## src/rtl/clkpm_pkg.sv

```systemverilog
package clkpm_pkg;
    typedef enum logic [1:0] {
        ST_RUN    = 2'd0,
        ST_DRAIN  = 2'd1,
        ST_DOWN   = 2'd2,
        ST_SETTLE = 2'd3
    } pm_state_e;

    localparam int GATE_CPU   = 0;
    localparam int GATE_SDRAM = 1;
    localparam int GATE_PCI   = 2;
    localparam int GATE_FREE  = 3;
    localparam int NUM_GATES  = 4;
endpackage

```

## src/rtl/clkpm_sync.sv

```systemverilog
module clkpm_sync #(
    parameter int   STAGES    = 2,
    parameter logic RESET_VAL = 1'b1
) (
    input  logic clk,
    input  logic rst_n,
    input  logic d,
    output logic q
);
    logic [STAGES-1:0] sh_d, sh_q;

    always_comb begin
        sh_d = {sh_q[STAGES-2:0], d};
    end

    always_ff @(posedge clk or negedge rst_n) begin
        if (!rst_n) sh_q <= {STAGES{RESET_VAL}};
        else        sh_q <= sh_d;
    end

    assign q = sh_q[STAGES-1];
endmodule

```

## src/rtl/clkpm_gate.sv

```systemverilog
module clkpm_gate (
    input  logic clk,
    input  logic rst_n,
    input  logic raw_nxt,
    input  logic want,
    output logic en,
    output logic clk_out
);
    logic en_d, en_q, out_d, out_q;

    always_comb begin
        // enable may only change where the output will be low anyway
        en_d  = raw_nxt ? en_q : want;
        out_d = raw_nxt & en_d;
    end

    always_ff @(posedge clk or negedge rst_n) begin
        if (!rst_n) begin
            en_q  <= 1'b0;
            out_q <= 1'b0;
        end else begin
            en_q  <= en_d;
            out_q <= out_d;
        end
    end

    assign en      = en_q;
    assign clk_out = out_q;
endmodule

```

## src/rtl/clkpm_ctrl.sv

```systemverilog
module clkpm_ctrl
    import clkpm_pkg::*;
#(
    parameter int SETTLE_CYC      = 8,
    parameter int CPU_RESTART_PER = 3,
    parameter int PD_MAX_CYC      = 16,
    parameter int SYNC_STAGES     = 2
) (
    input  logic clk,
    input  logic rst_n,
    input  logic mode_sel,
    input  logic pd_req_n,
    input  logic cpu_stop_n,
    input  logic pci_stop_n,
    output logic cpu_clk,
    output logic sdram_clk,
    output logic pci_clk,
    output logic pci_free_clk,
    output logic osc_en,
    output logic cfg_hold,
    output logic pd_err
);
    localparam int RESTART_CYC = 2 * CPU_RESTART_PER;
    localparam int RW = $clog2(RESTART_CYC + 1);
    localparam int SW = $clog2(SETTLE_CYC + 1);
    localparam int DW = $clog2(PD_MAX_CYC + 2);
    localparam logic [RW-1:0] RMAX  = RW'(RESTART_CYC);
    localparam logic [SW-1:0] SLAST = SW'(SETTLE_CYC - 1);
    localparam logic [DW-1:0] DMAX  = DW'(PD_MAX_CYC);
    localparam logic [DW-1:0] DSAT  = {DW{1'b1}};

    typedef struct packed {
        pm_state_e     state;
        logic [1:0]    ph;
        logic [SW-1:0] settle;
        logic [RW-1:0] restart;
        logic [DW-1:0] drain;
        logic          err;
    } regs_t;

    regs_t r_d, r_q;
    logic  pd_sync;
    logic  pd_act, cpu_stop, pci_stop, run_nxt;
    logic [NUM_GATES-1:0] raw_nxt, want, gate_en, gate_out;

    clkpm_sync #(.STAGES(SYNC_STAGES), .RESET_VAL(1'b1)) u_pd_sync (
        .clk   (clk),
        .rst_n (rst_n),
        .d     (pd_req_n),
        .q     (pd_sync)
    );

    always_comb begin
        pd_act   = ~pd_sync    & ~mode_sel;
        cpu_stop = ~cpu_stop_n & ~mode_sel;
        pci_stop = ~pci_stop_n & ~mode_sel;
        r_d      = r_q;

        unique case (r_q.state)
            ST_RUN: begin
                if (pd_act) begin
                    r_d.state = ST_DRAIN;
                    r_d.drain = '0;
                end
            end
            ST_DRAIN: begin
                if (r_q.drain >= DMAX) r_d.err = 1'b1;
                if (gate_en == '0)     r_d.state = ST_DOWN;
                else if (r_q.drain != DSAT) r_d.drain = r_q.drain + 1'b1;
            end
            ST_DOWN: begin
                if (!pd_act) begin
                    r_d.state  = ST_SETTLE;
                    r_d.settle = '0;
                end
            end
            default: begin
                if (r_q.settle == SLAST) r_d.state = ST_RUN;
                else                     r_d.settle = r_q.settle + 1'b1;
            end
        endcase

        // dividers held at a known phase while stopped or settling
        if (r_q.state == ST_DOWN || r_q.state == ST_SETTLE) r_d.ph = 2'd0;
        else                                                r_d.ph = r_q.ph + 2'd1;

        if (cpu_stop)               r_d.restart = '0;
        else if (r_q.restart != RMAX) r_d.restart = r_q.restart + 1'b1;

        run_nxt = (r_d.state == ST_RUN);
        raw_nxt[GATE_CPU]   = r_d.ph[0];
        raw_nxt[GATE_SDRAM] = r_d.ph[0];
        raw_nxt[GATE_PCI]   = r_d.ph[1];
        raw_nxt[GATE_FREE]  = r_d.ph[1];
        want[GATE_CPU]      = run_nxt & ~cpu_stop & (r_d.restart == RMAX);
        want[GATE_SDRAM]    = run_nxt;
        want[GATE_PCI]      = run_nxt & ~pci_stop;
        want[GATE_FREE]     = run_nxt;
    end

    always_ff @(posedge clk or negedge rst_n) begin
        if (!rst_n) begin
            r_q.state   <= ST_SETTLE;
            r_q.ph      <= 2'd0;
            r_q.settle  <= '0;
            r_q.restart <= RMAX;
            r_q.drain   <= '0;
            r_q.err     <= 1'b0;
        end else begin
            r_q <= r_d;
        end
    end

    for (genvar g = 0; g < NUM_GATES; g++) begin : g_gate
        clkpm_gate u_gate (
            .clk     (clk),
            .rst_n   (rst_n),
            .raw_nxt (raw_nxt[g]),
            .want    (want[g]),
            .en      (gate_en[g]),
            .clk_out (gate_out[g])
        );
    end

    assign cpu_clk      = gate_out[GATE_CPU];
    assign sdram_clk    = gate_out[GATE_SDRAM];
    assign pci_clk      = gate_out[GATE_PCI];
    assign pci_free_clk = gate_out[GATE_FREE];
    assign osc_en       = (r_q.state != ST_DOWN);
    assign cfg_hold     = (r_q.state != ST_RUN);
    assign pd_err       = r_q.err;
endmodule

```

## config.mk

```make
export PLATFORM = sky130hd
export DESIGN_NAME = clkpm_ctrl
export DESIGN_NICKNAME = d
export VERILOG_FILES = /design/src/rtl/clkpm_pkg.sv /design/src/rtl/clkpm_sync.sv /design/src/rtl/clkpm_gate.sv /design/src/rtl/clkpm_ctrl.sv
export SDC_FILE = /design/constraint.sdc
export NUM_CORES = 1
export LEC_CHECK = 0
export BUFFER_PORTS_ARGS = -buffer_cell sky130_fd_sc_hd__buf_2
export CAP_MARGIN = 10
export CORE_MARGIN = 10
export CORE_UTILIZATION = 38
export CTS_CLUSTER_SIZE = 24
export DETAILED_ROUTE_END_ITERATION = 8
export GPL_ROUTABILITY_DRIVEN = 1
export HOLD_SLACK_MARGIN = 0.05
export PLACE_DENSITY = 0.61
export SLEW_MARGIN = 5
export SYNTH_ARGS = -nofsm -noshare
export SYNTH_HDL_FRONTEND = slang
export SYNTH_SLANG_ARGS = --single-unit
```

## constraint.sdc

```tcl
create_clock -name clk -period 2.07 [get_ports clk]
set_input_delay 0.1035 -clock clk [delete_from_list [all_inputs] [get_ports clk]]
set_output_delay 0.1035 -clock clk [all_outputs]
set_load 0.03 [all_outputs]
```

==> impl_summary.md <==
Hold path
The worst hold path passes through 3 cells. The endpoint of the worst hold path is r_q[6]. The startpoint of the most critical hold path is cpu_stop_n.

The worst min-delay path category is in -> reg.

Job
Max-cap violations in this run came to 0.

Cells and area
The cell area after layout is 1400 sq um. The ratio of cells with drive above 1 in the final layout is between 20% and 30%. From synthesis to final layout, the design area changed by 11.6%.

The filler cells instantiated in the layout total around 320. In the final design database the tool counted 141 nets. The repair_antennas step left the layout with diodes totalling 0.

Synthesis
The fraction of the yosys area taken by sequential cells is 54.4%. Among all flip-flop cells after synthesis, the most frequent one is sky130_fd_sc_hd__dfrtp_1. Synthesis inferred 27 register bits. Synthesis produced a netlist with a net count of 124. Sorting the synthesized cells by area gives the leading types as sky130_fd_sc_hd__dfrtp_1 42%, sky130_fd_sc_hd__dfstp_2 13%, sky130_fd_sc_hd__ha_1 5.0%, sky130_fd_sc_hd__mux2i_1 4.0%, sky130_fd_sc_hd__inv_1 3.0%. After synthesis, the share of flip-flops with an asynchronous set or reset is 100%. The biggest area contributor in the post-synthesis netlist is sky130_fd_sc_hd__dfrtp_1. The synthesized design contains 0 enable-type register cells. Synthesis produced a netlist whose cell count is ~110.

The average instance area after synthesis is 11.1 sq um. The commonest cells after synthesis are 21 x sky130_fd_sc_hd__dfrtp_1, 10 x sky130_fd_sc_hd__inv_1, 7 x sky130_fd_sc_hd__nand2_1, 7 x sky130_fd_sc_hd__nor2_1, 6 x sky130_fd_sc_hd__dfstp_2. The number of different library cells used by synthesis comes to 39. The proportion of netlist area held by the largest area contributor is 41.9%. The total standard cell area after synthesis is 1250 sq um. By instance count, the leading cell after synthesis is sky130_fd_sc_hd__dfrtp_1. During synthesis, Yosys emitted a total of 0 warnings.

Critical path
STA puts the critical path data arrival time at around 2000 ps. The largest fanout on the critical path is 4. The type of destination of the critical path is a register. The worst reg-to-reg path cell count is 5.

The terminus of the critical flop-to-flop path is r_q[2]. The slack of the worst reg-to-reg path is 330 ps. The startpoint of the worst-slack reg-to-reg timing path is r_q[1]. The data required time of the critical path is 2330 ps. The critical path class is reg -> reg.

The worst setup path is launched from a register.

Routing
The detailed-routing iteration count for the pre-antenna-repair pass is 6. The routed length per placed instance is approximately 13 microns. The post-route antenna net violation count is 0.

After detailed routing, the number of vias per cell comes to 5.01. The final layout contains routed wiring with a total length of 2300 microns. The DRC violation count after routing is 0. The detailed router finished its first iteration with 23 violations. The total number of vias is 867.

STA
The number of failing hold endpoints at the final stage was 0. Static timing analysis puts the maximum clock frequency at 573 MHz. Setup slack on the critical path of the routed design comes to 326 ps. In the final timing run, aggregate negative setup slack is 0 ps. The worst-case headroom to the max-slew limit is 61.2%.

Setup violations remaining at the end of the flow were counted as 0. At the pin with the least slew margin, the transition time is 582 ps. Setup repair after global routing left no endpoint under its margin. The final number of max-transition violations came to 0. On the final layout, the worst clock skew is 9.14 ps. The worst path uses 84.3% of the clock period. The final critical-path required period is 1740 ps.

Status
The run finished with clean final reports.

Power
The static leakage is 0.651 nW. The worst-case IR drop observed on VDD is 595 uV. Dividing total power by cell area gives a power density of 1320 nW/um^2.

Global routing
Entering global routing, the biggest net connects 28 pins. For this run, the total global-route usage over all layers was measured as 7.96%. The via count of the first global-routing pass is 937. The first global-routing pass estimated between 4000 and 5000 microns of wire. The initial antenna violation count was 0. The aggregate global routing overflow is 0.

Floorplanning
The area enclosed by the die boundary is 6000 sq um. The core region is 3100 sq um. The initial cell density of the core is between 40 and 50%. The I/O pin count is 13. The row count is 20. The floorplan die width is 77.5 microns. From bottom edge to top edge, the die measures 77.5 microns.

Clock network
The clock tree from TritonCTS is yes. The number of buffers created by CTS is 3. The root buffer cell chosen for the clock tree is sky130_fd_sc_hd__clkbuf_4.

In this run the deepest clock path goes through 2 buffers. The clock transition at the registers of the reported paths is 140 ps. The number of hold buffers added after CTS is 2. CTS built an H-tree with a depth of 1. The clock latency at the later pin of the worst-skew pair is 320 ps. Gates resized during post-CTS repair numbered 0. The number of sinks driven by the clock tree is 27.

The total setup buffers inserted after CTS is 0.

Place
The number of port buffers is 12. The final weighted congestion in routability-driven placement is 0.689. The worst slack at placement is roughly 330 ps.

Summing all placed instances gives a cell area of about 1400 sq um. The HPWL after detailed placement is approximately 1800 microns.
## how the worst max path moves through the flow
| stage | startpoint | end | slack (ps) | cells past startpoint |
|---|---|---|---|---|
| CTS | r_q[1] | r_q[2] | 300 | 5 |
| detailed placement | r_q[1] | r_q[2] | 330 | 5 |
| global route | r_q[1] | r_q[1] | 160 | 5 |
| floorplan | r_q[9] | r_q[12] | 480 | 5 |
| finish | r_q[1] | r_q[2] | 330 | 5 |
| global placement | r_q[1] | r_q[4] | 430 | 5 |
## where the power goes
part           internal [mW]  switching, mW  total [mW]
combinational          0.296          0.440       0.736
sequential             0.732          0.167       0.899
clock                 0.0754          0.143       0.218
## stage by stage
step	util [%]	total power, mW	instances	hold slack [ps]
after floorplan	-	1.45	113	-192
after global placement	43.6	1.62	167	135
after detailed placement	43.6	1.65	167	136
after CTS	45.1	1.88	173	59.6
after global routing	45.1	2.03	173	56.3
final	45.1	1.85	173	70.5
## layout by cell type (no fill, tap or decap), types with 2 or more instances in the layout
cell,netlist,routed
sky130_fd_sc_hd__o21ai_0,3,3
sky130_fd_sc_hd__ha_1,5,5
sky130_fd_sc_hd__clkbuf_4,0,3
sky130_fd_sc_hd__nor2_1,7,7
sky130_fd_sc_hd__dfrtp_1,21,21
sky130_fd_sc_hd__and2_1,3,3
sky130_fd_sc_hd__o221ai_1,3,3
sky130_fd_sc_hd__or2_2,2,2
sky130_fd_sc_hd__o22ai_1,2,2
sky130_fd_sc_hd__nand3_1,4,4
sky130_fd_sc_hd__and3_1,3,3
sky130_fd_sc_hd__xnor2_1,2,2
sky130_fd_sc_hd__buf_2,1,12
sky130_fd_sc_hd__inv_1,10,10
sky130_fd_sc_hd__a21oi_1,4,4
sky130_fd_sc_hd__dlygate4sd3_1,0,2
sky130_fd_sc_hd__nand2_1,7,7
sky130_fd_sc_hd__mux2i_1,5,5
sky130_fd_sc_hd__nand2b_1,3,3
sky130_fd_sc_hd__dfstp_2,6,6
sky130_fd_sc_hd__a31oi_1,2,2
## critical path: stages (launching register included)
cell and delay [ps]:
sky130_fd_sc_hd__dfrtp_1 440, sky130_fd_sc_hd__ha_1 210, sky130_fd_sc_hd__and3_1 180, sky130_fd_sc_hd__ha_1 220
sky130_fd_sc_hd__nor3_1 400, sky130_fd_sc_hd__mux2i_1 230
## layout make-up
cell class                 count  area (sq um)  share of cell area (%)
sequential                    27           683                    48.8
multi-input combinational     74           518                    37.0
timing repair buffer          14          80.1                    5.72
tap                           44          55.1                    3.93
inverter                      10          37.5                    2.68
clock buffer                   4          26.3                    1.88
## metal layers
layer | GRT usage, % | routed length (microns)
met2 | 14.5 | 1120
met5 | 0 | 0
met3 | 3.11 | 115
met1 | 8.65 | 1050
met4 | 1.09 | 10
## logic make-up after synthesis
kind of cell	synth area share, %
simple gates	17.7
flops	54.4
compound gates	13.2
buf+inv	4.29
mux	3.99
fa+ha+maj	4.99
xor+xnor	1.40
Note: power is estimated with default switching activity, not from simulation.
